$ cat src/rtl/ksa_pkg.sv
// Shared helpers for the pipelined prefix adder.
// Assumes the operand width is at least 2.
package ksa_pkg;
    // Number of prefix levels needed to cover the operand width.
    function automatic int ksa_levels(input int width);
        return (width < 2) ? 1 : $clog2(width);
    endfunction

    // Total pipeline depth: the generate/propagate stage, the prefix levels and the sum stage.
    function automatic int ksa_latency(input int width);
        return ksa_levels(width) + 2;
    endfunction
endpackage

$ cat src/rtl/ksa_gp_row.sv
// First pipeline stage: registers the per-bit generate and propagate terms
// together with the valid flag. Assumes rst_n is synchronous and active low.
module ksa_gp_row #(
    parameter int WIDTH = 16
) (
    input  logic             clk,
    input  logic             rst_n,
    input  logic             v_i,
    input  logic [WIDTH-1:0] a_i,
    input  logic [WIDTH-1:0] b_i,
    output logic             v_o,
    output logic [WIDTH-1:0] g_o,
    output logic [WIDTH-1:0] p_o
);
    // Register the bitwise generate and propagate terms.
    always_ff @(posedge clk) begin
        if (!rst_n) begin
            v_o <= 1'b0;
            g_o <= '0;
            p_o <= '0;
        end else begin
            v_o <= v_i;
            g_o <= a_i & b_i;
            p_o <= a_i ^ b_i;
        end
    end

    // No bit may be both generate and propagate.
    assert_gp_exclusive_R1: assert property (@(posedge clk) disable iff (!rst_n)
        (g_o & p_o) == '0);

    // The valid flag moves forward exactly one stage per cycle.
    assert_gp_valid_step_R6: assert property (@(posedge clk) disable iff (!rst_n)
        $past(rst_n) |-> (v_o == $past(v_i)));
endmodule

$ cat src/rtl/ksa_prefix_level.sv
// One registered Kogge-Stone prefix level. A position at or above DIST merges
// its group terms with those of the position DIST below it. Positions below
// DIST hold their terms for one cycle. The per-bit propagate values and the
// valid flag are delayed by one stage. Assumes 1 <= DIST < WIDTH.
module ksa_prefix_level #(
    parameter int WIDTH = 16,
    parameter int DIST  = 1
) (
    input  logic             clk,
    input  logic             rst_n,
    input  logic             v_i,
    input  logic [WIDTH-1:0] g_i,
    input  logic [WIDTH-1:0] pg_i,
    input  logic [WIDTH-1:0] pb_i,
    output logic             v_o,
    output logic [WIDTH-1:0] g_o,
    output logic [WIDTH-1:0] pg_o,
    output logic [WIDTH-1:0] pb_o
);
    logic [WIDTH-1:0] g_nx;
    logic [WIDTH-1:0] pg_nx;

    // Choose, per bit position, between merging groups and holding the terms.
    for (genvar i = 0; i < WIDTH; i++) begin : g_bit
        if (i >= DIST) begin : g_merge
            assign g_nx[i]  = g_i[i] | (pg_i[i] & g_i[i-DIST]);
            assign pg_nx[i] = pg_i[i] & pg_i[i-DIST];
        end else begin : g_hold
            assign g_nx[i]  = g_i[i];
            assign pg_nx[i] = pg_i[i];
        end
    end

    // Register the merged group terms and delay the per-bit propagates.
    always_ff @(posedge clk) begin
        if (!rst_n) begin
            v_o  <= 1'b0;
            g_o  <= '0;
            pg_o <= '0;
            pb_o <= '0;
        end else begin
            v_o  <= v_i;
            g_o  <= g_nx;
            pg_o <= pg_nx;
            pb_o <= pb_i;
        end
    end

    // A group that propagates everywhere can never also generate.
    assert_group_exclusive_R2: assert property (@(posedge clk) disable iff (!rst_n)
        (g_o & pg_o) == '0);

    // The valid flag moves forward exactly one stage per cycle.
    assert_level_valid_step_R4: assert property (@(posedge clk) disable iff (!rst_n)
        $past(rst_n) |-> (v_o == $past(v_i)));
endmodule

$ cat src/rtl/ksa_sum_row.sv
// Final stage: forms the sum bits from the delayed per-bit propagates and the
// finished carries, and registers them. Assumes g_i[i] is the group generate
// over bits i down to 0.
module ksa_sum_row #(
    parameter int WIDTH = 16
) (
    input  logic             clk,
    input  logic             rst_n,
    input  logic             v_i,
    input  logic [WIDTH-1:0] g_i,
    input  logic [WIDTH-1:0] pb_i,
    output logic             v_o,
    output logic [WIDTH:0]   sum_o
);
    logic [WIDTH:0] carry;

    // The carry into bit 0 is zero; the carry into bit i+1 is the prefix generate at bit i.
    assign carry = {g_i, 1'b0};

    // Register the sum bits together with the carry-out.
    always_ff @(posedge clk) begin
        if (!rst_n) begin
            v_o   <= 1'b0;
            sum_o <= '0;
        end else begin
            v_o   <= v_i;
            sum_o <= {carry[WIDTH], pb_i ^ carry[WIDTH-1:0]};
        end
    end

    // The valid flag moves forward exactly one stage per cycle.
    assert_sum_valid_step_R6: assert property (@(posedge clk) disable iff (!rst_n)
        $past(rst_n) |-> (v_o == $past(v_i)));
endmodule

$ cat src/rtl/ksa_pipe_adder.sv
// Top level of the pipelined Kogge-Stone adder. It chains the
// generate/propagate stage, ceil(log2 WIDTH) prefix levels and the sum stage.
// It accepts one operand pair per cycle. Assumes WIDTH >= 2 and a synchronous
// active-low reset.
module ksa_pipe_adder
    import ksa_pkg::*;
#(
    parameter int WIDTH = 16
) (
    input  logic             clk,
    input  logic             rst_n,
    input  logic             in_valid,
    input  logic [WIDTH-1:0] in_a,
    input  logic [WIDTH-1:0] in_b,
    output logic             out_valid,
    output logic [WIDTH:0]   out_sum
);
    localparam int LEVELS = ksa_levels(WIDTH);

    // Signals between stages; index k is the input to prefix level k.
    logic             v_s  [0:LEVELS];
    logic [WIDTH-1:0] g_s  [0:LEVELS];
    logic [WIDTH-1:0] pg_s [0:LEVELS];
    logic [WIDTH-1:0] pb_s [0:LEVELS];

    ksa_gp_row #(.WIDTH(WIDTH)) u_gp (
        .clk   (clk),
        .rst_n (rst_n),
        .v_i   (in_valid),
        .a_i   (in_a),
        .b_i   (in_b),
        .v_o   (v_s[0]),
        .g_o   (g_s[0]),
        .p_o   (pg_s[0])
    );

    // At the first level the group propagate and the bit propagate are the same.
    assign pb_s[0] = pg_s[0];

    // One registered level for each doubling of the merge distance.
    for (genvar k = 0; k < LEVELS; k++) begin : g_level
        ksa_prefix_level #(.WIDTH(WIDTH), .DIST(1 << k)) u_lvl (
            .clk   (clk),
            .rst_n (rst_n),
            .v_i   (v_s[k]),
            .g_i   (g_s[k]),
            .pg_i  (pg_s[k]),
            .pb_i  (pb_s[k]),
            .v_o   (v_s[k+1]),
            .g_o   (g_s[k+1]),
            .pg_o  (pg_s[k+1]),
            .pb_o  (pb_s[k+1])
        );
    end

    ksa_sum_row #(.WIDTH(WIDTH)) u_sum (
        .clk   (clk),
        .rst_n (rst_n),
        .v_i   (v_s[LEVELS]),
        .g_i   (g_s[LEVELS]),
        .pb_i  (pb_s[LEVELS]),
        .v_o   (out_valid),
        .sum_o (out_sum)
    );

    // The carry-out bit must agree with the final group generate one cycle earlier.
    assert_carry_out_R3: assert property (@(posedge clk) disable iff (!rst_n)
        $past(rst_n) |-> (out_sum[WIDTH] == $past(g_s[LEVELS][WIDTH-1])));

    // One cycle after reset is sampled, the output is clear.
    assert_reset_clear_R7: assert property (@(posedge clk)
        $past(!rst_n) |-> (!out_valid && out_sum == '0));
endmodule

$ cat config.mk
export PLATFORM = sky130hd
export DESIGN_NAME = ksa_pipe_adder
export DESIGN_NICKNAME = d
export VERILOG_FILES = /design/src/rtl/ksa_pkg.sv /design/src/rtl/ksa_gp_row.sv /design/src/rtl/ksa_prefix_level.sv /design/src/rtl/ksa_sum_row.sv /design/src/rtl/ksa_pipe_adder.sv
export SDC_FILE = /design/constraint.sdc
export NUM_CORES = 1
export LEC_CHECK = 0
export ABC_AREA = 1
export BUFFER_PORTS_ARGS = -buffer_cell sky130_fd_sc_hd__buf_2
export CAP_MARGIN = 40
export CELL_PAD_IN_SITES_DETAIL_PLACEMENT = 0
export CELL_PAD_IN_SITES_GLOBAL_PLACEMENT = 1
export CORE_MARGIN = 2
export CORE_UTILIZATION = 40
export DETAILED_ROUTE_END_ITERATION = 12
export HOLD_SLACK_MARGIN = 0.08
export MAX_ROUTING_LAYER = met4
export PLACE_DENSITY_LB_ADDON = 0.1
export SLEW_MARGIN = 5
export SYNTH_ARGS = -nofsm -noshare
export SYNTH_HDL_FRONTEND = slang
export SYNTH_SLANG_ARGS = --single-unit
$ cat constraint.sdc
create_clock -name clk -period 0.8 [get_ports clk]
set_input_delay 0.16 -clock clk [delete_from_list [all_inputs] [get_ports clk]]
set_output_delay 0.16 -clock clk [all_outputs]
set_load 0.05 [all_outputs]
==> impl_metrics.yaml <==
routing:
  drt_first_iter_violations: 127
  drc_errors: 0
  vias: 4335
  wire_per_inst_um: 9.74
  vias_per_cell: 3.96
  ant_nets: 0
  drt_wl_total_mm: 10.7
  firstDrtPassIters: 4
clocking:
  cts_inserted_buffers: 22
  cts_root_buf: "clkbuf_16"
  clock-sinks: 217
  post_cts_buffers: 0
  h-tree-depth: 1
  path_clk_slew_ps: 60
  clk_path_buf_depth: 3
  clock_latency_ps: 490
  cts_tree: "built"
sta:
  setup_viol: 18
  finClkSkew_ps: 5.94
  finalCriticalPeriod_ps: 1120
  maxSlewViolCount: 0
  rsz0062_at_grt: "yes"
  finalHoldViolCount: 0
  timing.final.ws_setup_ps: -318
  hold_ws_ps: 162
  clock.fmax_ghz: 0.895
  tightestPinTransition_ps: 207
  period_share: 1.40
  slew_headroom: 0.861
place:
  gp_congestion: 0.752
  dp.cells: 1023
  dpl.hpwl_mm: 7.35
  place_area_um2: 7220
  io_buffers: 52
synth:
  synth_seq_cells: 217
  yosys-top-cells-count: "dfxtp_1, nand2_1, inv_1, nor2_1, o21ai_0"
  yosysWarningCount: 0
  synth-edff-count: 0
  synth.top_cell.area_share: 0.648
  syn_nets: 809
  synth_cell_types: 15
  dominantRegCellSynth: "dfxtp_1"
  async_flop_share: 0
  syn_avg_cell_area_um2: 8.84
  synth-seq-area-share: 0.648
  synth_area_um2: 6700
  synth_largest_area_cell: "dfxtp_1"
  yosys-top-cells-area: "dfxtp_1, nand2_1, inv_1"
  yosysMostFrequentCell: "dfxtp_1"
  synthCells: 758
grt:
  antenna_found_initial: 0
  grt_util_met2: 0.196
  grtUsageMet3: 0.0247
  grt_max_degree: 41
  grt_usage: 0.125
  grt_pass1_vias: 4123
  top_usage_layer: "met2"
  grt_pass1_wl_mm: 18.1
  grt-ovfl-total: 0
  grt_use_met1: 0.164
setup_path:
  r2r_cells: 2
  critPathBufInv: 1
  regToRegEndpoint: "g_level[1].u_lvl.g_o[7]"
  cp-startpoint: "u_sum.sum_o[15]"
  critPathMaxStageDelay_ps: 330
  crit_path_cell_trace: "buf_8"
  end_kind: "output pin"
  cp.depth: 1
  r2r_slack_ps: 110
  arrival_ps: 960
  path_class: "flop to output pin"
  start_kind: "flop"
  worstPathMaxFanout: 1
  r2r-start: "g_level[0].u_lvl.g_o[7]"
  crit_family: "flip-flops"
  slowest_stage: "dfxtp_2"
  worstPathRequired_ps: 640
  endpoint: "out_sum[15]"
layout:
  fin_nets: 912
  syn_to_final_growth_pct: 28.7
  final_cells: 1096
  regArea_um2: 4370
  design_area_um2: 8620
  drive_gt1_frac: 0.156
  multi_input_area_um2: 1710
  fill_cells: 1567
  num_antenna_cells: 0
die:
  dieWidth_um: 133
  initial_utilization: 0.407
  placementRows: 47
  io_pins: 53
  fp.dieArea_um2: 17800
  core_um2: 16500
  die-height_um: 133
pwr:
  p_per_area_nw_per_um2: 2540
  ir_worst_vdd_mv: 1.36
  p_leak_nw: 4.30
worst_hold_path:
  holdCritPathClass: "input pin to flop"
  hold_depth: 4
outcome:
  violations: "setup timing"
  outcome: "complete, but fails checks"
job:
  max-cap-violations: 0
[flip-flops by register name (all words and copies together) (netlist names)]
register            cells
u_sum.v_o               1
g_level.u_lvl.pb_o     64
u_sum.sum_o            17
g_level.u_lvl.v_o       4
g_level.u_lvl.pg_o     34
g_level.u_lvl.g_o      64
u_gp.v_o                1
u_gp.p_o               16
u_gp.g_o               16
[through the flow]
stage,TNS [ps],setup WS (ps),power (mW),utilization
6_report,-5570,-318,21.9,0.523
5_1_grt,-6170,-360,22.8,0.523
4_1_cts,-5970,-337,22.1,0.510
3_5_place_dp,-7050,-213,12.2,0.438
3_3_place_gp,-6950,-213,12.2,0.438
2_1_floorplan,0,11.6,12.0,-
[how the worst min path moves through the flow]
stage | from | end | slack, ps
global route | rst_n | g_level[1].u_lvl.v_o | 160
finish | rst_n | g_level[1].u_lvl.pb_o[15] | 160
global placement | in_valid | u_gp.v_o | 350
detailed placement | in_valid | u_gp.v_o | 360
floorplan | in_valid | u_gp.v_o | 260
CTS | in_a[1] | u_gp.p_o[1] | -10
[per-layer routing]
| metal | vias to the layer above | wire, um |
|---|---|---|
| li1 | 2381 | - |
| met1 | 1863 | 5360 |
| met2 | 70 | 4690 |
| met3 | 21 | 405 |
| met4 | 0 | 231 |
| met5 | - | 0 |
[layout make-up]
cell class                      count  area share
Sequential cell                   217       0.507
Tap cell                          220      0.0319
Multi-Input combinational cell    345       0.198
Clock inverter                      5     0.00581
Timing Repair Buffer              101       0.106
Clock buffer                       34      0.0751
Inverter                          174      0.0758
[repair_timing]
item	in CTS	in global routing
pin swaps	0	1
hold endpoints to repair	35	2
setup endpoints to repair	18	34
hold buffers	33	1
gates resized for setup	57	20
[cell families after synthesis]
kind of cell             synth area share
adder cells (fa/ha/maj)            0.0299
AO/OA/AOI/OAI                      0.0314
flip-flops                          0.648
AND/OR/NAND/NOR                     0.164
buffers and inverters               0.126
[power breakdown]
part | switching (mW) | leakage, nW | internal (mW)
registers | 0.123 | 1.77 | 11.1
clock network | 3.81 | 0.344 | 5.87
logic | 0.497 | 2.18 | 0.465
total | 4.43 | 4.30 | 17.4
[cells in the final DEF, fill, tap and decap left out]
master / netlist / routed
nor2_2: 2 / 2
a21oi_1: 16 / 16
buf_12: 0 / 5
buf_8: 1 / 7
o21ai_0: 22 / 22
ha_4: 0 / 16
o21ai_1: 4 / 4
clkinv_2: 0 / 4
dfxtp_1: 217 / 199
clkbuf_16: 0 / 23
nand2_2: 3 / 3
inv_1: 174 / 174
buf_6: 6 / 11
buf_4: 14 / 11
dlygate4sd3_1: 0 / 34
clkbuf_8: 0 / 3
nand3_1: 7 / 7
clkbuf_1: 0 / 8
nor2_1: 62 / 62
buf_2: 1 / 33
nand2_1: 213 / 213
bufinv_16: 0 / 1
dfxtp_2: 0 / 18
Power figures use the tool's default switching activity.
